[config.mk]
export PLATFORM = sky130hd
export DESIGN_NAME = uwire_eeprom_ctrl
export DESIGN_NICKNAME = d
export VERILOG_FILES = /design/src/rtl/uw_pkg.sv /design/src/rtl/uw_step_timer.sv /design/src/rtl/uw_rx_capture.sv /design/src/rtl/uw_sequencer.sv /design/src/rtl/uwire_eeprom_ctrl.sv
export SDC_FILE = /design/constraint.sdc
export NUM_CORES = 1
export LEC_CHECK = 0
export CELL_PAD_IN_SITES_DETAIL_PLACEMENT = 1
export CELL_PAD_IN_SITES_GLOBAL_PLACEMENT = 1
export CORE_ASPECT_RATIO = 0.75
export CORE_MARGIN = 3
export CORE_UTILIZATION = 40
export CTS_BUF_LIST = sky130_fd_sc_hd__clkbuf_8
export DETAILED_ROUTE_END_ITERATION = 8
export PLACE_DENSITY_LB_ADDON = 0.2
export SLEW_MARGIN = 20
export SYNTH_ARGS = -nofsm -noshare
export SYNTH_HDL_FRONTEND = slang
export SYNTH_SLANG_ARGS = --single-unit
[constraint.sdc]
create_clock -name clk -period 2.7 [get_ports clk]
set_input_delay 0.54 -clock clk [delete_from_list [all_inputs] [get_ports clk]]
set_output_delay 0.54 -clock clk [all_outputs]
set_load 0.005 [all_outputs]
[src/rtl/uw_pkg.sv]
package uw_pkg;

  localparam int ADDR_W  = 6;
  localparam int WORD_W  = 16;
  localparam int FRAME_W = 26;
  localparam int CNT_W   = $clog2(FRAME_W + 1);
  localparam int IDX_W   = $clog2(WORD_W);
  localparam int EN_LEN  = 10;

  typedef enum logic [1:0] {
    OP_READ  = 2'd0,
    OP_WREN  = 2'd1,
    OP_WRITE = 2'd2,
    OP_ERASE = 2'd3
  } uw_op_e;

  typedef enum logic [3:0] {
    PH_IDLE, PH_LEAD, PH_SH_LO, PH_SH_HI, PH_GAP_LO, PH_GAP_HI,
    PH_SETTLE, PH_IN_HI, PH_IN_LO, PH_DSL_LO, PH_DSL_HI, PH_POLL,
    PH_TAIL, PH_END
  } uw_phase_e;

  typedef struct packed {
    logic cs;
    logic sk;
    logic di;
  } uw_pins_t;

  localparam logic [FRAME_W-1:0] EN_FRAME = {10'b0100110000, 16'h0000};

  function automatic logic [WORD_W-1:0] bit_reverse(input logic [WORD_W-1:0] v);
    logic [WORD_W-1:0] r;
    for (int i = 0; i < WORD_W; i++) r[i] = v[WORD_W-1-i];
    return r;
  endfunction

  function automatic logic needs_enable(input uw_op_e op);
    return (op == OP_WRITE) || (op == OP_ERASE);
  endfunction

  function automatic logic [FRAME_W-1:0] frame_bits(input uw_op_e op,
                                                    input logic [ADDR_W-1:0] a,
                                                    input logic [WORD_W-1:0] d);
    case (op)
      OP_READ:  return {5'b00110, a, 15'h0000};
      OP_WREN:  return EN_FRAME;
      OP_WRITE: return {4'b0101, a, bit_reverse(d)};
      default:  return {4'b0111, a, 16'h0000};
    endcase
  endfunction

  function automatic logic [CNT_W-1:0] frame_len(input uw_op_e op);
    case (op)
      OP_READ:  return CNT_W'(11);
      OP_WRITE: return CNT_W'(FRAME_W);
      default:  return CNT_W'(EN_LEN);
    endcase
  endfunction

  function automatic uw_pins_t pins_for(input uw_phase_e ph, input logic msb);
    uw_pins_t p;
    p = '0;
    case (ph)
      PH_LEAD, PH_SETTLE, PH_IN_LO, PH_POLL, PH_TAIL: p.cs = 1'b1;
      PH_SH_LO:  begin p.cs = 1'b1; p.di = msb; end
      PH_SH_HI:  begin p.cs = 1'b1; p.sk = 1'b1; p.di = msb; end
      PH_IN_HI:  begin p.cs = 1'b1; p.sk = 1'b1; end
      PH_GAP_HI, PH_DSL_HI: p.sk = 1'b1;
      default:   p = '0;
    endcase
    return p;
  endfunction

endpackage

[src/rtl/uw_step_timer.sv]
module uw_step_timer #(
  parameter int DIV_W = 8
) (
  input  logic             clk,
  input  logic             rst_n,
  input  logic             start,
  input  logic             run,
  input  logic [DIV_W-1:0] half_div,
  output logic             tick
);

  logic [DIV_W-1:0] div_q, div_d;
  logic [DIV_W-1:0] cnt_q, cnt_d;

  always_comb begin
    tick  = run && (cnt_q == div_q);
    div_d = start ? half_div : div_q;
    if (start || !run || tick) cnt_d = '0;
    else                       cnt_d = cnt_q + 1'b1;
  end

  always_ff @(posedge clk or negedge rst_n) begin
    if (!rst_n) begin
      div_q <= '0;
      cnt_q <= '0;
    end else begin
      div_q <= div_d;
      cnt_q <= cnt_d;
    end
  end

endmodule

[src/rtl/uw_rx_capture.sv]
module uw_rx_capture #(
  parameter int W     = 16,
  parameter int IDX_W = $clog2(W)
) (
  input  logic             clk,
  input  logic             rst_n,
  input  logic             cap_en,
  input  logic [IDX_W-1:0] cap_idx,
  input  logic             cap_bit,
  output logic [W-1:0]     word
);

  for (genvar gi = 0; gi < W; gi++) begin : g_bit
    logic hit;
    assign hit = cap_en && (cap_idx == IDX_W'(gi));
    always_ff @(posedge clk or negedge rst_n) begin
      if (!rst_n)   word[gi] <= 1'b0;
      else if (hit) word[gi] <= cap_bit;
    end
  end

endmodule

[src/rtl/uw_sequencer.sv]
module uw_sequencer
  import uw_pkg::*;
#(
  parameter int POLL_LIMIT = 4096,
  parameter int POLL_W     = $clog2(POLL_LIMIT + 1)
) (
  input  logic              clk,
  input  logic              rst_n,
  input  logic              cmd_valid,
  input  uw_op_e            cmd_op,
  input  logic [ADDR_W-1:0] cmd_addr,
  input  logic [WORD_W-1:0] cmd_wdata,
  input  logic              tick,
  input  logic              ee_do,
  output logic              start,
  output logic              busy,
  output logic              done,
  output logic              timeout_err,
  output logic              cap_en,
  output logic [IDX_W-1:0]  cap_idx,
  output uw_pins_t          pins
);

  uw_phase_e          ph_q, ph_d;
  logic [FRAME_W-1:0] sr_q, sr_d;
  logic [CNT_W-1:0]   left_q, left_d;
  uw_op_e             op_q, op_d;
  logic [ADDR_W-1:0]  addr_q, addr_d;
  logic [WORD_W-1:0]  wdata_q, wdata_d;
  logic               chain_q, chain_d;
  logic [POLL_W-1:0]  poll_q, poll_d;
  logic               tmo_q, tmo_d;
  logic               done_q, done_d;
  uw_pins_t           pins_q, pins_d;

  always_comb begin
    ph_d    = ph_q;
    sr_d    = sr_q;
    left_d  = left_q;
    op_d    = op_q;
    addr_d  = addr_q;
    wdata_d = wdata_q;
    chain_d = chain_q;
    poll_d  = poll_q;
    tmo_d   = tmo_q;
    done_d  = 1'b0;
    start   = 1'b0;
    cap_en  = 1'b0;
    cap_idx = IDX_W'(CNT_W'(WORD_W) - left_q);
    case (ph_q)
      PH_IDLE: begin
        if (cmd_valid) begin
          start   = 1'b1;
          op_d    = cmd_op;
          addr_d  = cmd_addr;
          wdata_d = cmd_wdata;
          tmo_d   = 1'b0;
          ph_d    = PH_LEAD;
          if (needs_enable(cmd_op)) begin
            sr_d    = EN_FRAME;
            left_d  = CNT_W'(EN_LEN);
            chain_d = 1'b1;
          end else begin
            sr_d    = frame_bits(cmd_op, cmd_addr, cmd_wdata);
            left_d  = frame_len(cmd_op);
            chain_d = 1'b0;
          end
        end
      end
      PH_LEAD:   if (tick) ph_d = PH_SH_LO;
      PH_SH_LO:  if (tick) ph_d = PH_SH_HI;
      PH_SH_HI: begin
        if (tick) begin
          sr_d   = {sr_q[FRAME_W-2:0], 1'b0};
          left_d = left_q - 1'b1;
          if (left_q == CNT_W'(1)) begin
            if (chain_q)               ph_d = PH_GAP_LO;
            else if (op_q == OP_READ) begin
              ph_d   = PH_SETTLE;
              left_d = CNT_W'(WORD_W);
            end
            else if (op_q == OP_WREN)  ph_d = PH_TAIL;
            else                       ph_d = PH_DSL_LO;
          end else begin
            ph_d = PH_SH_LO;
          end
        end
      end
      PH_GAP_LO: if (tick) ph_d = PH_GAP_HI;
      PH_GAP_HI: begin
        if (tick) begin
          sr_d    = frame_bits(op_q, addr_q, wdata_q);
          left_d  = frame_len(op_q);
          chain_d = 1'b0;
          ph_d    = PH_SH_LO;
        end
      end
      PH_SETTLE: if (tick) ph_d = PH_IN_HI;
      PH_IN_HI: begin
        if (tick) begin
          cap_en = 1'b1;
          ph_d   = PH_IN_LO;
        end
      end
      PH_IN_LO: begin
        if (tick) begin
          left_d = left_q - 1'b1;
          ph_d   = (left_q == CNT_W'(1)) ? PH_TAIL : PH_IN_HI;
        end
      end
      PH_DSL_LO: if (tick) ph_d = PH_DSL_HI;
      PH_DSL_HI: begin
        if (tick) begin
          poll_d = '0;
          ph_d   = PH_POLL;
        end
      end
      PH_POLL: begin
        if (tick) begin
          if (ee_do) begin
            ph_d = PH_TAIL;
          end else if (poll_q == POLL_W'(POLL_LIMIT - 1)) begin
            tmo_d = 1'b1;
            ph_d  = PH_TAIL;
          end else begin
            poll_d = poll_q + 1'b1;
          end
        end
      end
      PH_TAIL:   if (tick) ph_d = PH_END;
      PH_END: begin
        if (tick) begin
          done_d = 1'b1;
          ph_d   = PH_IDLE;
        end
      end
      default:   ph_d = PH_IDLE;
    endcase
    pins_d = pins_for(ph_d, sr_d[FRAME_W-1]);
  end

  always_ff @(posedge clk or negedge rst_n) begin
    if (!rst_n) begin
      ph_q    <= PH_IDLE;
      sr_q    <= '0;
      left_q  <= '0;
      op_q    <= OP_READ;
      addr_q  <= '0;
      wdata_q <= '0;
      chain_q <= 1'b0;
      poll_q  <= '0;
      tmo_q   <= 1'b0;
      done_q  <= 1'b0;
      pins_q  <= '0;
    end else begin
      ph_q    <= ph_d;
      sr_q    <= sr_d;
      left_q  <= left_d;
      op_q    <= op_d;
      addr_q  <= addr_d;
      wdata_q <= wdata_d;
      chain_q <= chain_d;
      poll_q  <= poll_d;
      tmo_q   <= tmo_d;
      done_q  <= done_d;
      pins_q  <= pins_d;
    end
  end

  assign busy        = (ph_q != PH_IDLE);
  assign done        = done_q;
  assign timeout_err = tmo_q;
  assign pins        = pins_q;

endmodule

[src/rtl/uwire_eeprom_ctrl.sv]
module uwire_eeprom_ctrl
  import uw_pkg::*;
#(
  parameter int DIV_W      = 8,
  parameter int POLL_LIMIT = 4096
) (
  input  logic              clk,
  input  logic              rst_n,
  input  logic              cmd_valid,
  input  logic [1:0]        cmd_op,
  input  logic [ADDR_W-1:0] cmd_addr,
  input  logic [WORD_W-1:0] cmd_wdata,
  input  logic [DIV_W-1:0]  half_div,
  output logic              busy,
  output logic              done,
  output logic              timeout_err,
  output logic [WORD_W-1:0] rdata,
  output logic              ee_cs,
  output logic              ee_sk,
  output logic              ee_di,
  input  logic              ee_do
);

  logic             start;
  logic             tick;
  logic             cap_en;
  logic [IDX_W-1:0] cap_idx;
  uw_pins_t         pins;

  uw_step_timer #(.DIV_W(DIV_W)) u_timer (
    .clk      (clk),
    .rst_n    (rst_n),
    .start    (start),
    .run      (busy),
    .half_div (half_div),
    .tick     (tick)
  );

  uw_sequencer #(.POLL_LIMIT(POLL_LIMIT)) u_seq (
    .clk         (clk),
    .rst_n       (rst_n),
    .cmd_valid   (cmd_valid),
    .cmd_op      (uw_op_e'(cmd_op)),
    .cmd_addr    (cmd_addr),
    .cmd_wdata   (cmd_wdata),
    .tick        (tick),
    .ee_do       (ee_do),
    .start       (start),
    .busy        (busy),
    .done        (done),
    .timeout_err (timeout_err),
    .cap_en      (cap_en),
    .cap_idx     (cap_idx),
    .pins        (pins)
  );

  uw_rx_capture #(.W(WORD_W)) u_cap (
    .clk     (clk),
    .rst_n   (rst_n),
    .cap_en  (cap_en),
    .cap_idx (cap_idx),
    .cap_bit (ee_do),
    .word    (rdata)
  );

  assign ee_cs = pins.cs;
  assign ee_sk = pins.sk;
  assign ee_di = pins.di;

endmodule

==> key figures <==
Status
  • Status: complete, no violations

Die
  • CORE AREA: 13200 um2
  • Die ar.: ~15000 um2
  • Num rows: 36
  • I/O Pins: 58
  • Starting Density: 41.6%
  • Die X: ~140 um
  • Die Ht: 108 um

Clocking
  • Worst skew pair latency: just over 0.4 ns
  • Hold Buf Count CTS: 0
  • Deepest clock path buffer count: 2
  • TritonCTS clock tree: yes
  • Clock transition at the registers of the reported paths: 0.11 ns
  • CTS Root Cell: clkbuf_8
  • CTS H-Tree Depth: 3
  • Number of clock sinks: 110
  • CTS Buf Count: 9

Pwr
  • Leak: about 3.1 nW
  • Max VDD drop: 0.369 mV
  • Pwr dens: 423 nW/um2
  • Pwr Total: 0.00281 W

STA
  • Rel. slew slack: 57.5%
  • Worst-margin pin slew: about 0.63 ns
  • Slew Viols, Final: 0
  • Period utilisation layout: a little over nine tenths
  • Setup TNS: 0 ns
  • Worst hold slack: 0.0769 ns
  • Fmax: 385 MHz
  • Skew final: roughly 0.017 ns
  • Final setup viols: 0
  • RSZ-0062 raised after global routing: no
  • Final Hold Viols: 0
  • Final Critical Period: 2.60 ns

Synthesis
  • Post-synth EDFFs: 0
  • Mapped cell area: 5510 um2
  • Ys async rst share: 100%
  • Avg Inst Size Synth: 9.58 um2
  • Synthesis-stage register bit count: 110
  • Area leader, netlist: dfrtp_1
  • Ys Warns: 0
  • Synth top area share: 50.0%
  • Ys flop type: dfrtp_1
  • Synth unique cells: 61
  • Synth Net Count: 624
  • Post-synthesis sequential area ratio: 50.0%
  • Post-Synthesis Cells: 575
  • Synth area leaders: dfrtp_1, nand2_1, xor2_1

Placement
  • RePlAce Congestion: 0.877
  • I/O Buffers: 57
  • Detail Placement HPWL: 10900 um
  • Post-DP Area: 6410 um2

Layout
  • Most frequent cells in the layout: nand2_1, dfrtp_1, clkdlybuf4s50_1
  • Commonest non-fill, non-tap cell in the layout: nand2_1
  • Finished Cell Area: 6650 um2
  • Nets@finish: 695
  • Diode count: 0
  • Ratio of cells with drive above 1 in the final layout: roughly an eighth
  • Synth-to-layout area growth: 20.8%

Route
  • Iter 0 DRT Violations: between 300 and 400
  • Wirelength, routed: 15000 um
  • Drt drc: 0
  • Uppermost layer routed: met4
  • Wire per inst: ~18 um
  • DR vias/cell: ~5.5
  • Met3 routed WL: between 600 and 700 um
  • Vias after detailed routing: around 4500
  • Met1 wire length: 7400 um
  • First-pass iteration count of the detailed router: 5
  • Post-DRT Antenna Nets: 0
  • Routed met2 length: 6810 um

Global route
  • GR Util All Layers: about a fifth
  • Initial antenna violation count: 0
  • Global route overflow: 0
  • First-pass GRT wire length: 25400 um
  • Pin count of the biggest net entering global routing: 53
  • Vias in the first global route: 4852

Setup path
  • Worst path cell trace: inv_1 -> ha_4 -> nand2b_1 -> a211o_1 -> a21oi_1 -> a211oi_1 -> o211ai_1 -> nand2_1 -> nor3b_2
  • Crit path arrival time: 2.92 ns
  • CP Buf/Inv Count: 1
  • Critical path origin: u_seq.op_q[0]$_DFFE_PN0P_
  • Critical Path Max Stage Delay: approximately 0.53 ns
  • Worst-path maximum fanout: 7
  • Origin of the critical flop-to-flop path: u_seq.op_q[0]$_DFFE_PN0P_
  • Kind of critical path: register to register
  • Family with the most delay on the worst path: compound AO/OA/AOI/OAI gates
  • Crit. End Element: register
  • Slowest cell on crit path: o211ai_1
  • Worst setup SP type: register
  • WP data required: 3.03 ns

Flow run
  • Max cap viols: 0

Worst hold path
  • Worst hold path type: input port to asynchronous set/reset pin
[per-stage QoR]
| step | utilization [%] | std cells | worst slack [ns] |
|---|---|---|---|
| 2_1_floorplan | - | 575 | 0.507 |
| 3_3_place_gp | 48.4 | 805 | 0.130 |
| 3_5_place_dp | 48.4 | 805 | 0.0297 |
| 4_1_cts | 49.9 | 821 | 0.00565 |
| 5_1_grt | 50.2 | 822 | 0.0500 |
| 6_report | 50.2 | 822 | 0.103 |
[repair_timing]
| action | in CTS | in global routing |
|---|---|---|
| buffers inserted | 0 | 1 |
| hold endpoints to repair | 0 | 0 |
| gates resized for setup | 0 | 7 |
| setup endpoints to repair | 0 | 7 |
[per-layer routing]
layer | vias to the layer above | global-route usage [%]
met4 | 0 | 5.55
met1 | 2290 | 30.0
met3 | 12 | 4.13
met2 | 100 | 32.9
li1 | 2128 | -
met5 | - | 0
[where the power goes]
part	leakage [nW]	switching [W]	internal [W]
logic	1.62	0.0000588	0.0000790
registers	1.39	0.00000594	0.00166
clock network	0.0999	0.000643	0.000365
total	3.11	0.000708	0.00210
[logic make-up (layout without fill, tap and decap cells)]
logic type | Yosys count | after routing | share of synthesized area, %
AO/OA/AOI/OAI | 102 | 102 | 13.4
adder cells (fa/ha/maj) | 13 | 13 | 2.95
buffers and inverters | 44 | 120 | 3.27
AND/OR/NAND/NOR | 258 | 258 | 22.0
multiplexers | 18 | 18 | 3.63
flip-flops | 110 | 110 | 50.0
XOR/XNOR | 30 | 30 | 4.77
[worst register-to-register path: cells and delay by family (launching register included)]
kind                     cells  cell delay (ns)
adder cells (fa/ha/maj)      1             0.23
flip-flops                   1             0.44
AO/OA/AOI/OAI                4             1.07
buffers and inverters        1             0.22
AND/OR/NAND/NOR              3             0.57
[state kept, by name (all words and copies together), names as in the netlist, 2 cells and up]
register	flops
u_seq.pins	3
u_seq.ph_q	4
u_seq.op_q	2
u_seq.wdata_q	16
u_cap.word	16
u_timer.div_q	8
u_seq.left_q	5
u_timer.cnt_q	8
u_seq.poll_q	13
u_seq.addr_q	6
u_seq.sr_q	26
[Yosys cell counts, types with 8 or more instances]
master      n
clkbuf_1   17
inv_1      19
dfrtp_1   110
nand3_1    18
a22oi_1    12
xor2_1     25
a222oi_1    8
nor2b_1     8
a21oi_1    14
nor3_1      8
nor2_1     39
ha_1       13
and3_1      9
mux2_2     16
nand2_1   149
o21ai_0    23
[worst paths after layout]
path	end	slack, ns	depth (start not counted)
min reg2reg	u_seq.sr_q[4]$_DFFE_PN0P_	0.50	2
min in group clk	u_seq.sr_q[4]$_DFFE_PN0P_	0.50	2
max	u_seq.pins[0]$_DFF_PN0_	0.10	9
max reg2reg	u_seq.pins[0]$_DFF_PN0_	0.10	9
max in group asynchronous	u_seq.op_q[0]$_DFFE_PN0P_	1.90	2
min	u_seq.left_q[4]$_DFFE_PN0P_	0.08	1
[area by class of cell]
type                            count  area (um2)
Clock buffer                        9         124
Clock inverter                      7        71.3
Fill cell                        1540        6590
Inverter                           19        71.3
Multi-Input combinational cell    421        2620
Sequential cell                   110        2750
Tap cell                          171         214
Timing Repair Buffer               85         803
Note: power is estimated with default switching activity, not from simulation.
